### src/rtl/alarm_ringer.sv
module alarm_ringer #(
  parameter longint RING_CYCLES = 64'd3_000_000_000,
  parameter int     HALF_BEEP   = 5_000_000
) (
  input  logic       clk,
  input  logic       rst_n,
  input  logic [1:0] now_hr_t,
  input  logic [3:0] now_hr_u,
  input  logic [2:0] now_mn_t,
  input  logic [3:0] now_mn_u,
  input  logic [1:0] set_hr_t,
  input  logic [3:0] set_hr_u,
  input  logic [2:0] set_mn_t,
  input  logic [3:0] set_mn_u,
  input  logic       arm,
  input  logic       stop_pulse,
  output logic       buzzer,
  output logic       armed_led,
  output logic       ring_led
);

  localparam int RW = $clog2(RING_CYCLES + 1);
  localparam int BW = $clog2(2 * HALF_BEEP);
  localparam logic [RW-1:0] RING_LAST = RW'(RING_CYCLES - 1);
  localparam logic [BW-1:0] BEEP_LAST = BW'(2 * HALF_BEEP - 1);
  localparam logic [BW-1:0] BEEP_HALF = BW'(HALF_BEEP);

  logic          match, spent, ringing, start, armed_q;
  logic [RW-1:0] ring_cnt;
  logic [BW-1:0] beep_cnt;

  assign match = (now_hr_t == set_hr_t) && (now_hr_u == set_hr_u) &&
                 (now_mn_t == set_mn_t) && (now_mn_u == set_mn_u);
  assign start = arm && match && !spent && !ringing;

  always_ff @(posedge clk or negedge rst_n)
    if (!rst_n) begin
      ringing <= 1'b0;
      spent   <= 1'b0;
      armed_q <= 1'b0;
    end else begin
      armed_q <= arm;
      spent   <= match && (spent || arm);
      if (!arm || stop_pulse)
        ringing <= 1'b0;
      else if (ringing && ring_cnt == RING_LAST)
        ringing <= 1'b0;
      else if (start)
        ringing <= 1'b1;
    end

  always_ff @(posedge clk or negedge rst_n)
    if (!rst_n) begin
      ring_cnt <= '0;
      beep_cnt <= '0;
    end else if (!ringing) begin
      ring_cnt <= '0;
      beep_cnt <= '0;
    end else begin
      ring_cnt <= ring_cnt + 1'b1;
      beep_cnt <= (beep_cnt == BEEP_LAST) ? '0 : beep_cnt + 1'b1;
    end

  assign buzzer    = ringing && (beep_cnt < BEEP_HALF);
  assign ring_led  = buzzer;
  assign armed_led = armed_q;

  assert_disarm_quiet_R3: assert property (@(posedge clk) disable iff (!rst_n)
    !$past(arm) |-> !buzzer);
  assert_stop_quiet_R7: assert property (@(posedge clk) disable iff (!rst_n)
    $past(stop_pulse) |-> !ringing);
  assert_start_cause_R2: assert property (@(posedge clk) disable iff (!rst_n)
    $rose(ringing) |-> $past(arm && match && !spent));
  assert_led_armed_R4: assert property (@(posedge clk) disable iff (!rst_n)
    buzzer |-> armed_led);
  assert_ring_bound_R6: assert property (@(posedge clk) disable iff (!rst_n)
    ringing |-> (ring_cnt < RW'(RING_CYCLES)));
  assert_no_retrigger_R8: assert property (@(posedge clk) disable iff (!rst_n)
    $fell(ringing) |=> !ringing);

endmodule

### config.mk
export PLATFORM = sky130hd
export DESIGN_NAME = alarm_ringer
export DESIGN_NICKNAME = d
export VERILOG_FILES = /design/src/rtl/alarm_ringer.sv
export SDC_FILE = /design/constraint.sdc
export NUM_CORES = 1
export LEC_CHECK = 0
export ABC_AREA = 1
export BUFFER_PORTS_ARGS = -buffer_cell sky130_fd_sc_hd__buf_2
export CORE_MARGIN = 1.5
export CORE_UTILIZATION = 49
export DETAILED_ROUTE_END_ITERATION = 12
export PLACE_DENSITY = 0.71
export SLEW_MARGIN = 15
export SYNTH_ARGS = -nofsm -noshare
export SYNTH_HDL_FRONTEND = slang
export SYNTH_SLANG_ARGS = --single-unit
### constraint.sdc
create_clock -name clk -period 3.19 [get_ports clk]
set_input_delay 0.319 -clock clk [delete_from_list [all_inputs] [get_ports clk]]
set_output_delay 0.319 -clock clk [all_outputs]
set_load 0.005 [all_outputs]
==> metrics.md <==
| Metric | Value |
|---|---|
| Outcome | `finished clean` |
| Mapped Area | `~3800 um^2` |
| Inst Count DP | `~700` |
| Worst Hold Class | `primary input to register` |
| Synth Area in Compound Gates | `0.0397` |
| Die W | `between 90 and 100 um` |
| Synth area leader | `dfrtp_1` |
| Global-route wire length before repair | `16,200 um` |
| Max Clk Rate | `roughly 460 MHz` |
| Sw frac | `0.216` |
| IO buf count | `32` |
| Total power | `between 1.5 and 2 mW` |
| Drt first pass iters | `5` |
| Final ANT Viol Nets | `0` |
| Initial antenna violation count | `0` |
| Num ports | `33` |
| Fin Setup TNS | `0 ps` |
| YS warnings | `0` |
| Distinct cell type count after synthesis | `33` |
| Post-synth EDFFs | `0` |
| Worst endpoint required time | `2870 ps` |
| Leak Pwr | `1.82 nW` |
| Main combinational cell family by area after synthesis | `simple AND/OR/NAND/NOR gates` |
| Critical Path AT | `approximately 1900 ps` |
| Worst slew pin tran | `roughly 1100 ps` |
| Initial Utilization | `0.515` |
| Resized cells post-CTS | `0` |
| Root buf cell | `clkbuf_8` |
| Finished Cell Area | `roughly 4300 um^2` |
| GRT Overall Usage | `0.246` |
| Drt wl/cell | `13.0 um` |
| Pint | `1.23 mW` |
| Setup violators final | `0` |
| Clock transition at path regs | `60 ps` |
| Fin Hold WS | `about 130 ps` |
| Post-Route WL | `between 9000 and 10,000 um` |
| Post-layout util | `0.578` |
| CTS tree | `built` |
| CP Launch Type | `register` |
| Switching pwr | `0.337 mW` |
| Worst Reg-to-Reg Cells | `8` |
| H-tree Lvls | `3` |
| DR vias/cell | `roughly 5.2` |
| Total number of vias | `about 3.7k` |
| Crit-path max cell delay | `~700 ps` |
| Seq/Total Area, Yosys | `0.387` |
| Synthesis-stage register bit count | `59` |
| CP Max Fanout | `37` |
| Pre-CTS setup slack | `1370 ps` |
| XOR/XNOR Fraction of Synth Area | `0.0574` |
| Mux share of post-synthesis cell area | `0` |
| Critical path, cell by cell | `inv_2 > nor2_1 > buf_2` |
| Reg2reg setup slack | `approximately 1500 ps` |
| Ratio of cells with drive above 1 in the final layout | `0.130` |
| GPL Wtd Cong | `0.973` |
| Placed cell areas | `4070 um^2` |
| P per Cell Area | `roughly 370 nW/um^2` |
| CP max stage cell | `dfrtp_1` |
| Worst-Skew Late Latency | `around 350 ps` |
| Synthesized area per cell | `just under 7 um^2` |
| Largest net degree at the start of global routing | `48` |
| Die height | `between 90 and 100 um` |
| Final hold viol count | `0` |
| Critical setup path kind | `register to output pin` |
| Final Skew | `around 12 ps` |
| Start point of the critical path | `ringing$_DFFE_PN0P_` |
| Post-synth top area share | `0.387` |
| Logic pwr share | `0.038` |
| ANT cells | `0` |
| Buf+Inv Stages, Crit Path | `2` |
| Final #Nets | `roughly 630` |
| Syn_nets | `approximately 600` |
| Die area | `around 8300 um^2` |
| Worst R2R End | `beep_cnt[23]$_DFF_PN0_` |
| Worst setup endpoint | `buzzer` |
| Final std cells w/o fill | `about 710` |
| Total CTS buffers | `9` |
| Core area | `approximately 7400 um^2` |
| Launching point of the worst reg2reg path | `beep_cnt[0]$_DFF_PN0_` |
| Max Cap Viol | `0` |
| Area grow syn2layout | `12.3%` |
| Top FF cell, synth | `dfrtp_1` |
| Grt total ovfl | `0` |
| Post-route setup slack | `1020 ps` |
| Adder-cell area share of the yosys netlist | `0.00656` |
| DP HPWL | `roughly 7100 um` |
| WP depth | `3` |
| Top cells by area, synth | `dfrtp_1 (39%), nand2_1 (15%), nor2_1 (13%)` |
| Largest delay contributor family on the critical path | `flip-flops` |
| Final slew viol count | `0` |
| 1st-iter DRT viols | `234` |
| Vias in the first global route | `between 3k and 4k` |
| Residual DRC | `0` |
| Worst slew margin | `0.296` |
| Post-route minimum period | `2170 ps` |
| CP Capture Type | `output pin` |
| Register share of total power | `0.479` |
| Mapped Cells | `566` |
| Tcrit/Tclk final | `0.681` |
| RSZ-0062 raised after global routing | `false` |
| # rows | `31` |
| Async SR Flop Fraction | `1.00` |
| Post-CTS Setup Inserts | `0` |
| Simple-gate share of the synthesized area | `0.433` |
| # hold bufs at CTS | `0` |
| VDD IR-drop max | `roughly 0.00026 V` |
| Sink Count | `59` |
| Buffer levels on the longest clock path | `2` |
| Clock network power share | `0.483` |
logic make-up after synthesis:
group                    after synthesis
adder cells (fa/ha/maj)                2
buffers and inverters                 75
AND/OR/NAND/NOR                      378
XOR/XNOR                              25
flip-flops                            59
AO/OA/AOI/OAI                         27
worst min-delay path by stage:
stage / cells after the start / endpoint / from
floorplan: 0 / armed_led$_DFF_PN0_ / rst_n
global placement: 1 / beep_cnt[0]$_DFF_PN0_ / beep_cnt[0]$_DFF_PN0_
detailed placement: 1 / beep_cnt[0]$_DFF_PN0_ / beep_cnt[0]$_DFF_PN0_
CTS: 1 / armed_led$_DFF_PN0_ / arm
global route: 1 / armed_led$_DFF_PN0_ / arm
finish: 1 / armed_led$_DFF_PN0_ / arm
layout make-up:
class	count	area, um^2
multi-input combinational	432	2050
clock inverter	5	77.6
timing repair buffer	33	168
clock buffer	10	138
fill	739	3130
tap	99	124
sequential	59	1480
inverter	67	251
layer usage:
metal	wire (um)	track usage
met2	3950	0.368
met5	0	0
met1	4450	0.344
met4	191	0.103
met3	574	0.0536
state kept, by name, summed over array words and instances (netlist names):
| name | flops |
|---|---|
| ring_cnt | 32 |
| ringing | 1 |
| beep_cnt | 24 |
| spent | 1 |
| armed_led | 1 |
power groups by stage:
stage                     combinational, mW  sequential, mW  clock [mW]
after CTS                            0.0617           0.749       0.770
after detailed placement             0.0615           0.763           0
after global placement               0.0585           0.763           0
after global routing                 0.0703           0.748       0.802
after floorplan                      0.0207           0.763           0
final                                0.0599           0.749       0.756
cell usage after synthesis (2+ instances only):
master	instances
nand2_1	157
nor2_1	131
inv_1	64
dfrtp_1	59
nand3_1	30
xor2_1	20
nor3_1	15
nand4_1	13
nor2_2	13
a21oi_1	11
o21ai_0	10
nor2_4	5
xnor2_1	5
buf_1	3
inv_2	3
nand2_2	3
nand2_4	3
a211oi_1	2
buf_2	2
ha_1	2
nand3b_1	2
nor3_2	2
placed cells by master, fill, tap and decap left out, drive strengths merged, types with 11 or more instances in the layout:
master  synthesis  layout
dfrtp          59      59
nand2         163     163
nand3          31      31
nand4          13      13
buf             6      33
inv            67      67
xor2           20      20
nor2          149     149
nor3           18      18
a21oi          11      11
worst reg2reg max path, cell delays in order, from the launching register on:
cell,delay (ps)
dfrtp_1,370
ha_1,230
nand2_1,120
nor2_4,190
inv_1,120
nor3_1,150
nand3_1,220
nand3_1,150
nor2_1,40
Power figures use the tool's default switching activity.
